### src/rtl/itx_ctx_pkg.sv
// Package: shared field positions, widths and the per-context state record
// for the isochronous transmit context control bank.
// Assumes a 32-bit register word; field positions are fixed by software.
package itx_ctx_pkg;

    localparam int DATA_W    = 32;
    localparam int CNT_W     = 13;
    localparam int SEC_LO_W  = 2;
    localparam int CM_W      = SEC_LO_W + CNT_W;
    localparam int EVT_W     = 5;

    localparam int BIT_CME   = 31;
    localparam int CM_LO     = 16;
    localparam int CM_HI     = CM_LO + CM_W - 1;
    localparam int BIT_RUN   = 15;
    localparam int BIT_WAKE  = 12;
    localparam int BIT_DEAD  = 11;
    localparam int BIT_ACT   = 10;

    typedef struct packed {
        logic              cme;
        logic [CM_W-1:0]   cm;
        logic              run;
        logic              wake;
        logic              dead;
        logic              active;
        logic [EVT_W-1:0]  evt;
    } ctx_state_t;

    // Build the software-visible word; reserved positions read zero.
    function automatic logic [DATA_W-1:0] pack_word(input ctx_state_t s);
        return {s.cme, s.cm, s.run, 2'b00, s.wake, s.dead, s.active,
                5'b00000, s.evt};
    endfunction

endpackage

### src/rtl/itx_addr_decode.sv
// Address decoder: turns a byte address into one-hot selects for the set
// and clear word of each context. Assumes word-aligned addresses; any
// address that is not exactly a set or clear word selects nothing.
module itx_addr_decode #(
    parameter int NUM_CTX    = 8,
    parameter int ADDR_W     = 12,
    parameter int BASE_ADDR  = 'h200,
    parameter int CTX_STRIDE = 16,
    parameter int CLR_OFS    = 4
) (
    input  logic [ADDR_W-1:0]  addr_i,
    output logic [NUM_CTX-1:0] set_sel_o,
    output logic [NUM_CTX-1:0] clr_sel_o
);

    for (genvar g = 0; g < NUM_CTX; g++) begin : g_ctx
        localparam logic [ADDR_W-1:0] SET_A = ADDR_W'(BASE_ADDR + g * CTX_STRIDE);
        localparam logic [ADDR_W-1:0] CLR_A = ADDR_W'(BASE_ADDR + g * CTX_STRIDE + CLR_OFS);
        // Exact match of the two word addresses belonging to this context.
        assign set_sel_o[g] = (addr_i == SET_A);
        assign clr_sel_o[g] = (addr_i == CLR_A);
    end

endmodule

### src/rtl/itx_cycle_match.sv
// Start gate for one context: opens when cycle matching is off, when the
// bus cycle stamp equals the programmed cycle number, or once it has
// matched since the enable was set. Assumes the stamp is already built
// as {seconds[1:0], count[12:0]}.
module itx_cycle_match
    import itx_ctx_pkg::*;
(
    input  logic            clk_i,
    input  logic            rst_ni,
    input  logic            cme_i,
    input  logic [CM_W-1:0] cm_i,
    input  logic [CM_W-1:0] stamp_i,
    output logic            start_ok_o
);

    logic hit_now;
    logic hit_q;

    // Compare the current bus cycle with the programmed cycle.
    assign hit_now = (stamp_i == cm_i);

    // Remember a match until the enable drops.
    always_ff @(posedge clk_i) begin
        if (!rst_ni)      hit_q <= 1'b0;
        else if (!cme_i)  hit_q <= 1'b0;
        else if (hit_now) hit_q <= 1'b1;
    end

    assign start_ok_o = !cme_i || hit_now || hit_q;

endmodule

### src/rtl/itx_ctx_reg.sv
// One context control word. Software owns run, wake-set, cycle-match
// enable and the cycle-match field; the engine owns wake-clear, dead,
// active and the event code. On collisions the engine wins for status
// bits (wake, dead) and software wins for control bits (enable).
// Assumes set and clear strobes are never both high.
module itx_ctx_reg
    import itx_ctx_pkg::*;
(
    input  logic              clk_i,
    input  logic              rst_ni,
    input  logic              sw_set_i,
    input  logic              sw_clr_i,
    input  logic [DATA_W-1:0] sw_data_i,
    input  logic              hw_fetch_i,
    input  logic              hw_fatal_i,
    input  logic              hw_active_i,
    input  logic              hw_evt_wr_i,
    input  logic [EVT_W-1:0]  hw_evt_code_i,
    input  logic [CM_W-1:0]   stamp_i,
    output logic [DATA_W-1:0] word_o,
    output logic              run_o,
    output logic              wake_o,
    output logic              dead_o,
    output logic              tx_allow_o
);

    ctx_state_t st_q;
    ctx_state_t st_d;
    logic       act_rise;
    logic       run_clr;
    logic       start_ok;
    logic       unused_wdata;

    assign act_rise     = hw_active_i && !st_q.active;
    assign run_clr      = sw_clr_i && sw_data_i[BIT_RUN];
    assign unused_wdata = ^{sw_data_i[14:13], sw_data_i[11:0]};

    // Next-state rules for every field, with the collision priorities.
    always_comb begin
        st_d = st_q;
        if (sw_set_i && sw_data_i[BIT_RUN]) st_d.run = 1'b1;
        else if (run_clr)                   st_d.run = 1'b0;

        if (sw_set_i && sw_data_i[BIT_CME])      st_d.cme = 1'b1;
        else if (sw_clr_i && sw_data_i[BIT_CME]) st_d.cme = 1'b0;
        else if (act_rise)                       st_d.cme = 1'b0;

        if (sw_set_i)      st_d.cm = st_q.cm | sw_data_i[CM_HI:CM_LO];
        else if (sw_clr_i) st_d.cm = st_q.cm & ~sw_data_i[CM_HI:CM_LO];

        if (hw_fetch_i)                          st_d.wake = 1'b0;
        else if (sw_set_i && sw_data_i[BIT_WAKE]) st_d.wake = 1'b1;

        if (hw_fatal_i)   st_d.dead = 1'b1;
        else if (run_clr) st_d.dead = 1'b0;

        st_d.active = hw_active_i;

        if (hw_evt_wr_i) st_d.evt = hw_evt_code_i;
    end

    // State register with synchronous active-low reset.
    always_ff @(posedge clk_i) begin
        if (!rst_ni) st_q <= '0;
        else         st_q <= st_d;
    end

    itx_cycle_match u_match (
        .clk_i      (clk_i),
        .rst_ni     (rst_ni),
        .cme_i      (st_q.cme),
        .cm_i       (st_q.cm),
        .stamp_i    (stamp_i),
        .start_ok_o (start_ok)
    );

    assign word_o     = pack_word(st_q);
    assign run_o      = st_q.run;
    assign wake_o     = st_q.wake;
    assign dead_o     = st_q.dead;
    assign tx_allow_o = st_q.run && !st_q.dead && start_ok;

endmodule

### src/rtl/itx_ctx_bank.sv
// Top: eight isochronous transmit context words behind set/clear
// addresses, with per-context engine update lines and cycle-match start
// gates. Reads are combinational from the address; writes take effect at
// the next clock edge. Assumes one software access per cycle.
module itx_ctx_bank
    import itx_ctx_pkg::*;
#(
    parameter int NUM_CTX    = 8,
    parameter int ADDR_W     = 12,
    parameter int BASE_ADDR  = 'h200,
    parameter int CTX_STRIDE = 16
) (
    input  logic                     clk_i,
    input  logic                     rst_ni,
    input  logic [ADDR_W-1:0]        sw_addr_i,
    input  logic                     sw_wr_i,
    input  logic [DATA_W-1:0]        sw_wdata_i,
    output logic [DATA_W-1:0]        sw_rdata_o,
    input  logic [NUM_CTX-1:0]       hw_fetch_i,
    input  logic [NUM_CTX-1:0]       hw_fatal_i,
    input  logic [NUM_CTX-1:0]       hw_active_i,
    input  logic [NUM_CTX-1:0]       hw_evt_wr_i,
    input  logic [NUM_CTX*EVT_W-1:0] hw_evt_code_i,
    input  logic [SEC_LO_W-1:0]      cyc_sec_lo_i,
    input  logic [CNT_W-1:0]         cyc_count_i,
    output logic [NUM_CTX-1:0]       ctx_run_o,
    output logic [NUM_CTX-1:0]       ctx_wake_o,
    output logic [NUM_CTX-1:0]       ctx_dead_o,
    output logic [NUM_CTX-1:0]       ctx_tx_allow_o
);

    logic [NUM_CTX-1:0] set_sel;
    logic [NUM_CTX-1:0] clr_sel;
    logic [CM_W-1:0]    stamp;
    logic [DATA_W-1:0]  word [NUM_CTX];

    assign stamp = {cyc_sec_lo_i, cyc_count_i};

    itx_addr_decode #(
        .NUM_CTX    (NUM_CTX),
        .ADDR_W     (ADDR_W),
        .BASE_ADDR  (BASE_ADDR),
        .CTX_STRIDE (CTX_STRIDE),
        .CLR_OFS    (4)
    ) u_dec (
        .addr_i    (sw_addr_i),
        .set_sel_o (set_sel),
        .clr_sel_o (clr_sel)
    );

    for (genvar g = 0; g < NUM_CTX; g++) begin : g_ctx
        itx_ctx_reg u_reg (
            .clk_i         (clk_i),
            .rst_ni        (rst_ni),
            .sw_set_i      (sw_wr_i && set_sel[g]),
            .sw_clr_i      (sw_wr_i && clr_sel[g]),
            .sw_data_i     (sw_wdata_i),
            .hw_fetch_i    (hw_fetch_i[g]),
            .hw_fatal_i    (hw_fatal_i[g]),
            .hw_active_i   (hw_active_i[g]),
            .hw_evt_wr_i   (hw_evt_wr_i[g]),
            .hw_evt_code_i (hw_evt_code_i[g*EVT_W +: EVT_W]),
            .stamp_i       (stamp),
            .word_o        (word[g]),
            .run_o         (ctx_run_o[g]),
            .wake_o        (ctx_wake_o[g]),
            .dead_o        (ctx_dead_o[g]),
            .tx_allow_o    (ctx_tx_allow_o[g])
        );
    end

    // Read mux: the word of whichever context owns the address, else zero.
    always_comb begin
        sw_rdata_o = '0;
        for (int i = 0; i < NUM_CTX; i++) begin
            if (set_sel[i] || clr_sel[i]) sw_rdata_o = sw_rdata_o | word[i];
        end
    end

endmodule

### config.mk
export PLATFORM = sky130hd
export DESIGN_NAME = itx_ctx_bank
export DESIGN_NICKNAME = d
export VERILOG_FILES = /design/src/rtl/itx_ctx_pkg.sv /design/src/rtl/itx_addr_decode.sv /design/src/rtl/itx_cycle_match.sv /design/src/rtl/itx_ctx_reg.sv /design/src/rtl/itx_ctx_bank.sv
export SDC_FILE = /design/constraint.sdc
export NUM_CORES = 1
export LEC_CHECK = 0
export BUFFER_PORTS_ARGS = -buffer_cell sky130_fd_sc_hd__buf_2
export CORE_MARGIN = 2
export CORE_UTILIZATION = 50
export DETAILED_ROUTE_END_ITERATION = 12
export GPL_ROUTABILITY_DRIVEN = 1
export PLACE_DENSITY_LB_ADDON = 0.15
export RECOVER_POWER = 50
export SYNTH_ARGS = -nofsm -noshare
export SYNTH_HDL_FRONTEND = slang
export SYNTH_SLANG_ARGS = --single-unit
### constraint.sdc
create_clock -name clk_i -period 2.1 [get_ports clk_i]
set_clock_uncertainty 0.2 [all_clocks]
set_input_delay 0.21 -clock clk_i [delete_from_list [all_inputs] [get_ports clk_i]]
set_output_delay 0.21 -clock clk_i [all_outputs]
set_load 0.005 [all_outputs]
# Yosys cells after proc, flatten, opt, wreduce, memory -nomap -nowiden
# Index checks and enable logic that the tools add are counted.
[word_totals]
ff_bits = 208
in_bits = 134
output_inout_bits = 64
word_cells = 361
[classes]
eq_ne = 24
muxes = 72
bitwise_logic = 25
n_reduce_logical = 176
[ops]
columns = ["operator", "n"]
rows = [
  ["$mux 32", 8],
  ["$mux 15", 16],
  ["$or 32x32->32", 7],
  ["$eq 12x10->1 const B", 16],
  ["$and 15x15->15", 8],
  ["$eq 15x15->1", 8],
  ["$or 15x15->15", 8],
  ["$logic_and 1x1->1", 80],
  ["$mux 1", 48],
  ["$reduce_bool 2->1", 24],
  ["$logic_not 1->1", 24],
  ["$logic_or 1x1->1", 24],
  ["$reduce_bool 3->1", 8],
  ["$reduce_and 2->1", 8],
  ["$reduce_or 2->1", 8],
  ["$not 15->15", 1],
  ["$not 1->1", 1],
]

# Logic depth before layout (Yosys ltp)
[depth]
word_depth = 17
ltp_mapped = 8

# Hierarchy
# Synthesis repeated with hierarchy kept, for this count alone.
[unflattened]
hier_cells = 1434
area_unflattened_um2 = 12952.4
[modules_own_cells]
columns = ["mod", "n_inst", "cells_per_inst", "area_per_inst_um2", "seq_area_each_um2"]
rows = [
  ["itx_ctx_reg", 8, 112, 1153.6, 500.5],
  ["itx_ctx_bank", 1, 317, 1920.6, 0.0],
  ["itx_cycle_match", 8, 24, 201.4, 20.0],
  ["itx_addr_decode", 1, 29, 191.4, 0.0],
]

# Worst setup path before layout
# OpenSTA, ideal clock, no wires.
[synth_timing]
path_type = "input to output"
start = "in sw_addr_i[11]"
end = "out sw_rdata_o[16]"
arrival_time_ns = 1.829
setup_slack_ns = -0.139
stages = 7
cell_sequence = "or3_1 clkbuf_1 buf_6 or3_1 clkbuf_1 a211oi_1 a221o_1"
[synth_between]
elab_chain_len = 17
elab_cells_between_ends = 39
[synth_rtl]
columns = ["element", "line", "source"]
rows = [
  ["start, declared", "itx_ctx_bank.sv:15", "input logic [ADDR_W-1:0] sw_addr_i,"],
  ["$eq 12x10->1, on equally long branches", "itx_addr_decode.sv:20, itx_addr_decode.sv:21", ""],
  ["$logic_or 1x1->1", "itx_ctx_bank.sv:76", "if (set_sel[i] || clr_sel[i]) sw_rdata_o = sw_rdata_o | word[i];"],
  ["$mux 32", "itx_ctx_bank.sv:76", ""],
  ["$or 32x32->32", "itx_ctx_bank.sv:76", ""],
  ["$mux 32", "itx_ctx_bank.sv:76", ""],
  ["$or 32x32->32", "itx_ctx_bank.sv:76", ""],
  ["$mux 32", "itx_ctx_bank.sv:76", ""],
  ["$or 32x32->32", "itx_ctx_bank.sv:76", ""],
  ["$mux 32", "itx_ctx_bank.sv:76", ""],
  ["$or 32x32->32", "itx_ctx_bank.sv:76", ""],
  ["$mux 32", "itx_ctx_bank.sv:76", ""],
  ["$or 32x32->32", "itx_ctx_bank.sv:76", ""],
  ["$mux 32", "itx_ctx_bank.sv:76", ""],
  ["$or 32x32->32", "itx_ctx_bank.sv:76", ""],
  ["$mux 32", "itx_ctx_bank.sv:76", ""],
  ["$or 32x32->32", "itx_ctx_bank.sv:76", ""],
  ["$mux 32 *", "itx_ctx_bank.sv:76", ""],
  ["end, declared", "itx_ctx_bank.sv:18", "output logic [DATA_W-1:0] sw_rdata_o,"],
]
# Mark *: on every way between the ends. The rest lies on a longest branch, timed or not.

==> metrics.cfg <==
[routing]
routed_wl_mm=46.47
drc_errors=0
wire_per_inst_um=23.50
drtAntennaViolNets=0
first_iter_violations=1285
first_pass_iters=6
vias=12160
drt-vias-per-instance=6.153

[power]
p_per_area_nw_per_um2=596.0
p_leak_uw=0.006993
ir_drop_mv=0.5598

[synth]
synth_area_leaders=dfxtp_1 36%, xor2_1 9.2%, mux2i_1 7.4%
ys.flop_type=dfxtp_1
syn_inst=1249
yosysSeqAreaShare_pct=36.33
yosys-top-cells-count=208 x dfxtp_1, 120 x xor2_1, 94 x nand2_1
synth_largest_area_cell=dfxtp_1
ys_ff_latch=208
avgSynthCellArea_um2=9.177
synth_top_area_share_pct=36.33
synth-edff-count=0
ys_types=52
synth_area_um2=11460
yosys_warnings=0
async_flop_share_pct=0
synth_most_common_cell=dfxtp_1

[grt]
grt_use_total_pct=37.06
grt_remaining_overflow=0
grt_max_degree=47
antenna_found_initial=1
grt_pass1_wl_mm=69.32
first_global_vias=12210

[timing]
setup_ws_ps=-637.9
final.setup.tns_ps=-13030
tightestPinTransition_ps=1121
rsz0062_at_grt=true
hold_viol=0
drv_slew=0
period_minus_slack_ps=2738
max_slew_margin_pct=25.27
finalCritPeriodShare_pct=130.4
clock.fmax_mhz=365.2
finalSetupViolCount=73

[setup_path]
path_buf_inv=3
cp_slowest_cell=nor4_4
crit_top_cell=buf_4
crit_path_end_kind=output pin
critical_path_required_ps=1690
path_class=reg2out
critPathMaxStageDelay_ps=380
arrival_ps=2330
cpLargestDelayFamily=buffers and inverters
cp_cell_sequence=xor2_2 > nor4_4 > buf_4 > nand4_1 > buf_4 > a311oi_2 > buf_2
critical_path.max_fanout=3
start_kind=flop

[placement]
dp.cells=1790
port_buffers=176
post-dp-hpwl_mm=29.93
gp_congestion=0.9512

[clock_tree]
cts_root_buf=clkbuf_16
clkLatencyLatePin_ps=540
cts_tree=yes
clock_path_buffers=3
h-tree-depth=1
clkSlewWorstSetupHoldPaths_ps=60
cts-buffers-inserted=25
numClockSinks=208

[floorplanning]
num_io_pins=198
core_um2=22570
die_x_um=155.4
die_area_um2=24150
die_h_um=155.4
fp-row-count=55
start_util_pct=50.78

[worst_hold_path]
holdCritPathClass=in2reg

[layout]
layout.nets=1807
layout-drive-gt1-share_pct=33.59
final_cells=1977
syn_to_final_growth_pct=45.42

[run_status]
violations=negative setup slack
status=complete, but fails checks

[job]
maxCapViolations=0

-- layer usage --
metal  vias to the layer above  global-route usage, %  wire length, um
li1                       5385                      -                -
met1                      5793                  45.69            17710
met2                       763                  61.59            21350
met3                       223                  5.515             4283
met4                         0                  21.93             3125
met5                         -                      0                0
-- logic make-up after synthesis --
| kind of cell | count (synthesis) | share of synthesized area (%) |
|---|---|---|
| AO/OA/AOI/OAI | 344 | 22.06 |
| XOR/XNOR | 120 | 9.169 |
| buffers and inverters | 180 | 7.543 |
| flip-flops | 208 | 36.33 |
| multiplexers | 97 | 9.781 |
| other | 1 | 0.03272 |
| AND/OR/NAND/NOR | 299 | 15.09 |
-- metrics by stage --
stage | instance area [um^2] | setup slack [ps] | util, % | hold WS (ps) | power (uW)
after global placement | 13960 | -454.3 | 61.86 | 173.0 | 5117
final | 16670 | -637.9 | 73.85 | 36.75 | 9935
after detailed placement | 13960 | -452.2 | 61.86 | 176.3 | 5125
after floorplan | 11520 | -64.24 | - | 86.15 | 4675
after CTS | 16470 | -588.5 | 72.96 | 10.75 | 9841
after global routing | 16670 | -695.7 | 73.85 | 39.78 | 10140
-- cell usage in the layout (no fill, tap or decap), types with 15 or more instances in the layout --
cell / n
buf_4: 186
dfxtp_1: 173
buf_2: 163
dlygate4sd3_1: 126
xor2_1: 114
nand2_1: 94
mux2i_1: 83
a32o_1: 60
o21ai_0: 43
nor2b_1: 42
a21boi_0: 38
buf_6: 34
or3_1: 33
o31ai_1: 33
dfxtp_2: 33
o211ai_1: 31
a21oi_1: 30
inv_1: 27
clkbuf_16: 25
and2_1: 23
nor3_1: 21
buf_12: 21
nor4_1: 17
a22o_1: 16
a22oi_2: 16
o22ai_1: 15
o21ai_1: 15
-- report_power, final --
group	leakage (uW)	internal [uW]	switching (uW)
logic	0.00487	608	674
clock network	0.000420	2770	1820
registers	0.00171	4010	54.9
total	0.00699	7380	2550
-- layout make-up --
type | count | area, um^2
Timing Repair Buffer | 544 | 4358
Antenna cell | 1 | 2.502
Clock buffer | 36 | 726.9
Sequential cell | 208 | 4213
Multi-Input combinational cell | 867 | 6784
Inverter | 27 | 101.3
Fill cell | 1583 | 5903
Clock inverter | 9 | 126.4
Tap cell | 285 | 356.6
-- worst paths after layout --
path              cells past startpoint                    startpoint                      endpoint  slack (ps)
setup reg to reg                      5                          flop  g_ctx[2].u_reg.u_match.hit_q         300
setup / recovery                      7                          flop             ctx_tx_allow_o[5]        -640
hold / removal                        3                  sw_addr_i[2]     g_ctx[7].u_reg.word_o[31]          40
hold reg to reg                       2  g_ctx[1].u_reg.u_match.hit_q  g_ctx[1].u_reg.u_match.hit_q         270
-- worst reg2reg max path: stages (launching register included) --
cell,delay [ps]
dfxtp_1,320
xor2_1,180
nor4_1,390
nand4_1,290
buf_4,220
a21oi_1,130
-- timing repair --
item | 4_1_cts | 5_1_grt
endpoints found under the setup margin | 33 | 35
buffers inserted | 8 | 8
hold buffers | 127 | 0
gates resized for setup | 102 | 56
hold endpoints to repair | 166 | 0
pin swaps | 31 | 18
Note: power is estimated with default switching activity, not from simulation.
